--- config.mk ---
export PLATFORM = sky130hd
export DESIGN_NAME = decim_fifo_sampler
export DESIGN_NICKNAME = d
export VERILOG_FILES = /design/src/rtl/sampler_pkg.sv /design/src/rtl/probe_sync.sv /design/src/rtl/rate_divider.sv /design/src/rtl/drop_tracker.sv /design/src/rtl/decim_fifo_sampler.sv
export SDC_FILE = /design/constraint.sdc
export NUM_CORES = 1
export LEC_CHECK = 0
export BUFFER_PORTS_ARGS = -buffer_cell sky130_fd_sc_hd__buf_2
export CORE_ASPECT_RATIO = 1.1
export CORE_MARGIN = 2
export CORE_UTILIZATION = 30
export CTS_BUF_LIST = sky130_fd_sc_hd__clkbuf_2 sky130_fd_sc_hd__clkbuf_4 sky130_fd_sc_hd__clkbuf_8
export CTS_CLUSTER_DIAMETER = 150
export DETAILED_ROUTE_END_ITERATION = 10
export HOLD_SLACK_MARGIN = 0.05
export SETUP_SLACK_MARGIN = 0.15
export SLEW_MARGIN = 20
export SYNTH_ARGS = -nofsm -noshare
export SYNTH_HDL_FRONTEND = slang
export SYNTH_SLANG_ARGS = --single-unit
--- constraint.sdc ---
create_clock -name clk -period 6.14 [get_ports clk]
set_input_delay 0.921 -clock clk [delete_from_list [all_inputs] [get_ports clk]]
set_output_delay 0.921 -clock clk [all_outputs]
set_load 0.01 [all_outputs]
--- src/rtl/sampler_pkg.sv ---
package sampler_pkg;

  // Source of the byte presented to the FIFO.
  typedef enum logic {
    SRC_PROBE   = 1'b0,
    SRC_PATTERN = 1'b1
  } src_sel_e;

  localparam int unsigned SYNC_DEPTH = 2;

endpackage

--- src/rtl/probe_sync.sv ---
module probe_sync #(
  parameter int unsigned WIDTH  = 8,
  parameter int unsigned STAGES = 2
) (
  input  logic             clk,
  input  logic             rst_n,
  input  logic [WIDTH-1:0] din,
  output logic [WIDTH-1:0] dout
);

  logic [WIDTH-1:0] stage_q [STAGES];

  for (genvar gi = 0; gi < STAGES; gi++) begin : g_stage
    if (gi == 0) begin : g_first
      always_ff @(posedge clk or negedge rst_n) begin
        if (!rst_n) stage_q[gi] <= '0;
        else        stage_q[gi] <= din;
      end
    end else begin : g_next
      always_ff @(posedge clk or negedge rst_n) begin
        if (!rst_n) stage_q[gi] <= '0;
        else        stage_q[gi] <= stage_q[gi-1];
      end
    end
  end

  assign dout = stage_q[STAGES-1];

endmodule

--- src/rtl/rate_divider.sv ---
module rate_divider #(
  parameter int unsigned DIV_W = 16
) (
  input  logic             clk,
  input  logic             rst_n,
  input  logic             enable,
  input  logic [DIV_W-1:0] div_value,
  output logic             tick
);

  localparam logic [DIV_W-1:0] ONE = {{(DIV_W-1){1'b0}}, 1'b1};

  logic [DIV_W-1:0] cnt_q, cnt_d;
  logic [DIV_W-1:0] per_q, per_d;
  logic [DIV_W-1:0] eff_div;

  always_comb begin
    eff_div = (div_value == '0) ? ONE : div_value;
    tick    = enable && (cnt_q == (per_q - ONE));
  end

  always_comb begin
    cnt_d = cnt_q;
    per_d = per_q;
    if (!enable) begin
      cnt_d = '0;
      per_d = eff_div;
    end else if (tick) begin
      cnt_d = '0;
      per_d = eff_div;
    end else begin
      cnt_d = cnt_q + ONE;
    end
  end

  always_ff @(posedge clk or negedge rst_n) begin
    if (!rst_n) begin
      cnt_q <= '0;
      per_q <= ONE;
    end else begin
      cnt_q <= cnt_d;
      per_q <= per_d;
    end
  end

  p_wrap_restart_r2: assert property (@(posedge clk) disable iff (!rst_n)
    tick |=> (cnt_q == '0));

  p_hold_when_off_r10: assert property (@(posedge clk) disable iff (!rst_n)
    !enable |=> (cnt_q == '0));

  p_period_nonzero_r3: assert property (@(posedge clk) disable iff (!rst_n)
    per_q != '0);

endmodule

--- src/rtl/drop_tracker.sv ---
module drop_tracker #(
  parameter int unsigned CNT_W = 16
) (
  input  logic             clk,
  input  logic             rst_n,
  input  logic             clear,
  input  logic             drop,
  output logic             flag,
  output logic [CNT_W-1:0] count
);

  localparam logic [CNT_W-1:0] CNT_MAX = '1;

  logic             flag_q, flag_d;
  logic [CNT_W-1:0] cnt_q, cnt_d;

  always_comb begin
    flag_d = flag_q;
    cnt_d  = cnt_q;
    if (clear) begin
      flag_d = 1'b0;
      cnt_d  = '0;
    end else if (drop) begin
      flag_d = 1'b1;
      if (cnt_q != CNT_MAX) cnt_d = cnt_q + 1'b1;
    end
  end

  always_ff @(posedge clk or negedge rst_n) begin
    if (!rst_n) begin
      flag_q <= 1'b0;
      cnt_q  <= '0;
    end else begin
      flag_q <= flag_d;
      cnt_q  <= cnt_d;
    end
  end

  assign flag  = flag_q;
  assign count = cnt_q;

  p_flag_sticky_r6: assert property (@(posedge clk) disable iff (!rst_n)
    (flag_q && !clear) |=> flag_q);

  p_count_saturates_r7: assert property (@(posedge clk) disable iff (!rst_n)
    (cnt_q == CNT_MAX && !clear) |=> (cnt_q == CNT_MAX));

  p_clear_wins_r8: assert property (@(posedge clk) disable iff (!rst_n)
    clear |=> (!flag_q && cnt_q == '0));

endmodule

--- src/rtl/decim_fifo_sampler.sv ---
module decim_fifo_sampler #(
  parameter int unsigned DATA_W = 8,
  parameter int unsigned DIV_W  = 16,
  parameter int unsigned CNT_W  = 16
) (
  input  logic              clk,
  input  logic              rst_n,
  input  logic              enable,
  input  logic              test_mode,
  input  logic              clear,
  input  logic [DIV_W-1:0]  div_value,
  input  logic [DATA_W-1:0] probe_in,
  input  logic              fifo_space_n,
  output logic              fifo_wr_n,
  output logic [DATA_W-1:0] fifo_data,
  output logic              drop_flag,
  output logic [CNT_W-1:0]  drop_count
);

  import sampler_pkg::*;

  logic              tick;
  logic [DATA_W-1:0] sync_data;
  logic              due_q, due_d;
  logic [DATA_W-1:0] data_q, data_d;
  logic [DATA_W-1:0] pat_q, pat_d;
  logic              accept, drop;
  src_sel_e          src;

  probe_sync #(.WIDTH(DATA_W), .STAGES(SYNC_DEPTH)) u_sync (
    .clk  (clk),
    .rst_n(rst_n),
    .din  (probe_in),
    .dout (sync_data)
  );

  rate_divider #(.DIV_W(DIV_W)) u_div (
    .clk      (clk),
    .rst_n    (rst_n),
    .enable   (enable),
    .div_value(div_value),
    .tick     (tick)
  );

  drop_tracker #(.CNT_W(CNT_W)) u_drop (
    .clk  (clk),
    .rst_n(rst_n),
    .clear(clear),
    .drop (drop),
    .flag (drop_flag),
    .count(drop_count)
  );

  // Handshake: a due sample goes out only if space exists this very cycle.
  always_comb begin
    accept = due_q && enable && !fifo_space_n;
    drop   = due_q && enable &&  fifo_space_n;
    src    = test_mode ? SRC_PATTERN : SRC_PROBE;
  end

  always_comb begin
    due_d  = tick;
    data_d = tick ? sync_data : data_q;
    pat_d  = accept ? pat_q + 1'b1 : pat_q;
  end

  always_ff @(posedge clk or negedge rst_n) begin
    if (!rst_n) begin
      due_q  <= 1'b0;
      data_q <= '0;
      pat_q  <= '0;
    end else begin
      due_q  <= due_d;
      data_q <= data_d;
      pat_q  <= pat_d;
    end
  end

  assign fifo_wr_n = !accept;
  assign fifo_data = (src == SRC_PATTERN) ? pat_q : data_q;

  p_data_held_r5: assert property (@(posedge clk) disable iff (!rst_n)
    !tick |=> $stable(data_q));

  p_pattern_step_r9: assert property (@(posedge clk) disable iff (!rst_n)
    !fifo_wr_n |=> (pat_q == $past(pat_q) + 1'b1));

  p_pattern_idle_r9: assert property (@(posedge clk) disable iff (!rst_n)
    fifo_wr_n |=> $stable(pat_q));

  p_strobe_after_wrap_r2: assert property (@(posedge clk) disable iff (!rst_n)
    !tick |=> fifo_wr_n);

  p_drop_no_strobe_r6: assert property (@(posedge clk) disable iff (!rst_n)
    fifo_space_n |-> fifo_wr_n);

endmodule

* Word level (Yosys, flattened, before mapping)
Cells that the tools add are included.
** Cells by class
- Reductions and logical operators :: 10
- $add $sub $neg :: 4
- Eq/ne operators :: 3
- Multiplexer cells :: 12
** Operator list (count)
- $mux W16 :: 8
- $add A16 B1 Y16 const B :: 2
- $eq A16 B16 Y1 :: 1
- $logic_not A16 Y1 :: 1
- $ne A16 B16 Y1 const B :: 1
- $sub A16 B1 Y16 const B :: 1
- $add A8 B1 Y8 const B :: 1
- $mux W8 :: 1
- $logic_and A1 B1 Y1 :: 4
- $reduce_bool A2 Y1 :: 2
- $mux W1 :: 3
- $logic_not A1 Y1 :: 2
- $ne A2 B1 Y1 const B :: 1
- $reduce_and A2 Y1 :: 1
** Word-level totals
- Logic and storage cells :: 38
- Register bits :: 82
- Input port bits :: 30
- Output and inout port bits :: 26

* Depth between registers and ports, before layout
- Depth after elaboration :: 5
- Depth in mapped cells :: 10
- Depth with buffers taken out :: 9

* Hierarchy
From an unflattened synthesis, not the netlist that was laid out.
** Unflattened totals
- Cells, all modules :: 378
- Area total of the unflattened synthesis :: 4290.4 µm²
** Modules (own cells, without submodules)
- rate_divider :: seq. area each 802.0 µm², area each 2067.0 µm², cells each 199, instances 1
- drop_tracker :: seq. area each 425.4 µm², area each 964.7 µm², cells each 97, instances 1
- decim_fifo_sampler :: seq. area each 425.4 µm², area each 798.3 µm², cells each 58, instances 1
- probe_sync :: seq. area each 400.4 µm², area each 460.4 µm², cells each 24, instances 1

* Least setup slack after synthesis
No wires, ideal clock.
- Path type :: flip-flop to flip-flop
- Start point :: register u_div.per_q[0]
- End point :: register data_q[0]
- Arrival time :: 2.738 ns
- Stages on the path, launching flop included :: 10
- Buffers on the path :: 0
- Clock period less this slack :: 2.863 ns
- Setup slack :: 3.277 ns
- Library setup time :: 0.125 ns
- Required time :: 6.015 ns
- Cells stage by stage :: dfstp_2 > inv_1 > ha_1 > xor2_1 > nand2_1 > a2111oi_0 > nand2b_1 > or4_4 > nor3_4 > mux2_2
** Between the ends
- Cells in the longest elaborated chain, start to end :: 3
** Ends and longest elaborated chain
- start, declared :: RTL line rate_divider.sv:14 : logic [DIV_W-1:0] per_q, per_d;
- start signal, assigned :: RTL line rate_divider.sv:42 : per_q <= per_d;
- $sub A16 B1 Y16 :: RTL line rate_divider.sv:19 : tick = enable && (cnt_q == (per_q - ONE));
- $eq A16 B16 Y1 :: RTL line rate_divider.sv:19
- $logic_and A1 B1 Y1 :: RTL line rate_divider.sv:19
- end signal, assigned :: RTL line decim_fifo_sampler.sv:74 : data_q <= data_d;
- end, declared :: RTL line decim_fifo_sampler.sv:25 : logic [DATA_W-1:0] data_q, data_d;
Every way passes these cells.
A chain may end at the register's enable or synchronous reset.

* Final worst setup path
- Start point :: register u_div.per_q[0]
- End point :: register u_div.per_q[5]
** Between the ends
- Cells in the longest elaborated chain, start to end :: 4
** Ends and longest elaborated chain (RTL line)
- $sub A16 B1 Y16 :: rate_divider.sv:19
- $eq A16 B16 Y1 :: rate_divider.sv:19
- $logic_and A1 B1 Y1 :: rate_divider.sv:19
- $ne A2 B1 Y1 (no source line)
Every way passes these cells.

==> flow_summary_export.csv <==
group,metric,value,unit
synthesis,ys_ff_latch,82,
global_routing,grt_pass1_vias,2766,
clocking,cts.sinks,82,
floorplan,die_w,113,um
global_routing,grt_usage,12.2,%
status,status,"complete, but fails checks",
clocking,insertion_delay,0.36,ns
synthesis,yosysWarnings,0,
detailed_routing,dr.pass1.iters,8,
timing,slew_viol_final,0,
synthesis,synthDistinctLibCells,46,
clocking,htreeDepth,3,
clocking,clk_pin_slew,0.10,ns
finish,area_growth,16.0,%
synthesis,synth_fp_nets,379,
synthesis,avgSynthCellArea,11.3,sq um
global_routing,gr-usage-met1,15.5,%
setup_path,crit_fanout,22,
timing,setup_viol_count_final,0,
pwr,leakage,0.00211,uW
detailed_routing,ant_nets,0,
finish,fin_util,35.8,%
finish,nets,436,
global_routing,grt_use_met2,19.4,%
status,failed_checks,"DRC",
setup_path,end_kind,"register",
timing,hold_viol_final,0,
timing,fmaxAchievable,296,MHz
floorplan,dieArea,0.0140,sq mm
clocking,cts_hold_buf,0,
global_routing,use_met3,2.82,%
timing,period_share,55.1,%
setup_path,required,6.38,ns
placed_design,pre_cts_ws,2.72,ns
floorplan,std_cell_rows,43,
global_routing,grt.busiest_layer,"met2",
detailed_routing,post_drt_wl_per_cell,14.0,um
timing,clock_skew,0.0112,ns
detailed_routing,viasPerCell,4.83,
placed_design,dp_hpwl,5770,um
finish,fin_cells,564,
floorplan,core-area,0.0127,sq mm
clocking,cts_root_buffer,"clkbuf_8",
placed_design,globalplace.congestion,0.811,
synthesis,ys.flop_type,"dfrtp_1",
setup_path,crit_type,"reg -> reg",
clocking,cts_setup_buffers,0,
timing,period_minus_slack,3.38,ns
global_routing,grt_pass1_wl,13400,um
floorplan,die_h,124,um
pwr,power_density,230,mW/mm^2
floorplan,io_pins,56,
synthesis,synth_edf_count,0,
clocking,cts_buffers,9,
clocking,cts_resized,0,
finish,layout_commonest_cell,"dfrtp_1",
finish,most-common-layout-cells,"dfrtp_1, buf_2, nor2_1",
pwr,ir_drop,0.0777,mV
detailed_routing,drc_errors,4,
timing,worstMarginPinSlew,0.752,ns
setup_path,critPathLaunchType,"register",
synthesis,yosysSeqAreaShare,52.5,%
synthesis,synth-async-reset-ratio,100,%
synthesis,synthCells,345,
placed_design,port-buffer-count,55,
global_routing,grt_max_degree,83,
finish,final_layout_size_suffix_gt1_share,28.0,%
flow_run,drv_cap,0,
detailed_routing,drt_iter0_markers,139,
timing,rsz0062_at_grt,"false",
timing,setup_tns,0,ns
finish,n_antenna_cell,0,
floorplan,initial_core_util,30.8,%
synthesis,syn_area,0.00391,sq mm
global_routing,grt_remaining_overflow,0,
setup_path,arrival,3.62,ns
clocking,cts_buffer_depth,2,
clocking,cts_tree,"yes",
finish,final.fill_count,1273,
detailed_routing,via_count,2725,
timing,maxSlewHeadroom,49.9,%
placed_design,dp_cells,548,
global_routing,antenna_found_initial,0,
detailed_routing,drt_wl_total,7910,um
timing,fin_ws,2.76,ns
min_path,hp-class,"reg -> reg",
## synth_stat cells (4+ instances only)
cell type	instances	area share, %
a21oi_1	7	0.90
and3_1	6	0.96
clkbuf_1	4	0.38
dfrtp_1	81	52
ha_1	4	1.3
inv_1	7	0.67
mux2_2	32	9.2
nand2_1	16	1.5
nand2b_1	5	0.80
nand3_1	17	2.2
nand4_1	7	1.1
nor2_1	45	4.3
nor3_1	8	1.0
nor4_1	4	0.64
o21ai_0	4	0.51
xnor2_1	20	4.5
xor2_1	33	7.4
## state kept, by name, indices dropped and copies added (netlist names)
register / flops
u_div.cnt_q: 16
u_div.per_q: 16
u_drop.count: 16
data_q: 8
pat_q: 8
u_sync.dout: 8
u_sync.stage_q: 8
due_q: 1
u_drop.flag: 1
## final timing paths
path	from	endpoint	slack, ns	cells after the start
worst min register to register	u_sync.stage_q[15]	u_sync.dout[7]	0.35	0
max in group asynchronous	rst_n	u_drop.count[14]	5.03	1
min in group asynchronous	rst_n	u_div.per_q[13]	0.58	1
worst max register to register	u_div.per_q[0]	u_div.per_q[5]	2.76	9
worst min-delay path	u_sync.stage_q[15]	u_sync.dout[7]	0.35	0
worst max-delay path	u_div.per_q[0]	u_div.per_q[5]	2.76	9
## cell families after synthesis
logic type	Yosys count	share of synthesized area (%)
and+or+nand+nor	133	18.4
DFF	82	52.5
xor gates and xnor gates	53	11.9
muxes	34	9.85
AOI/OAI and AO/OA	22	3.93
buffers and inverters	17	2.17
adders and majority gates	4	1.28
## worst max-delay path: stages (launching register included)
cell and delay, ns:
dfstp_2 0.58, inv_1 0.06, ha_1 0.30, xor2_1 0.15
nand2_1 0.06, a2111oi_0 0.49, nand2b_1 0.19, o41ai_4 0.64
buf_4 0.41, mux2_2 0.38
## stage by stage
stage	cell area, sq um	power, uW	hold WS [ns]
detailed placement	4350	678	0.336
floorplan	3910	642	0.331
global route	4540	1100	0.365
global placement	4350	675	0.334
CTS	4540	1060	0.359
finish	4540	1040	0.355
## report_power, final
part | internal, uW | switching, uW
clock network | 158 | 219
logic | 39.4 | 45.8
registers | 558 | 22.7
total | 755 | 288
## metal layers
metal  up-vias  part of all wire [%]
li1       1311                     -
met1      1355                    45
met2        45                    49
met3        14                   3.9
met4         0                   2.2
met5         -                     0
## final cells by class
type / instances / area, sq um / area share, %
Multi-Input combinational cell: 246 / 1790 / 39.3
Sequential cell: 82 / 2050 / 45.2
Inverter: 7 / 26.3 / 0.579
Clock buffer: 9 / 124 / 2.73
Timing Repair Buffer: 56 / 289 / 6.36
Clock inverter: 7 / 66.3 / 1.46
Tap cell: 157 / 196 / 4.33
Note: power is estimated with default switching activity, not from simulation.
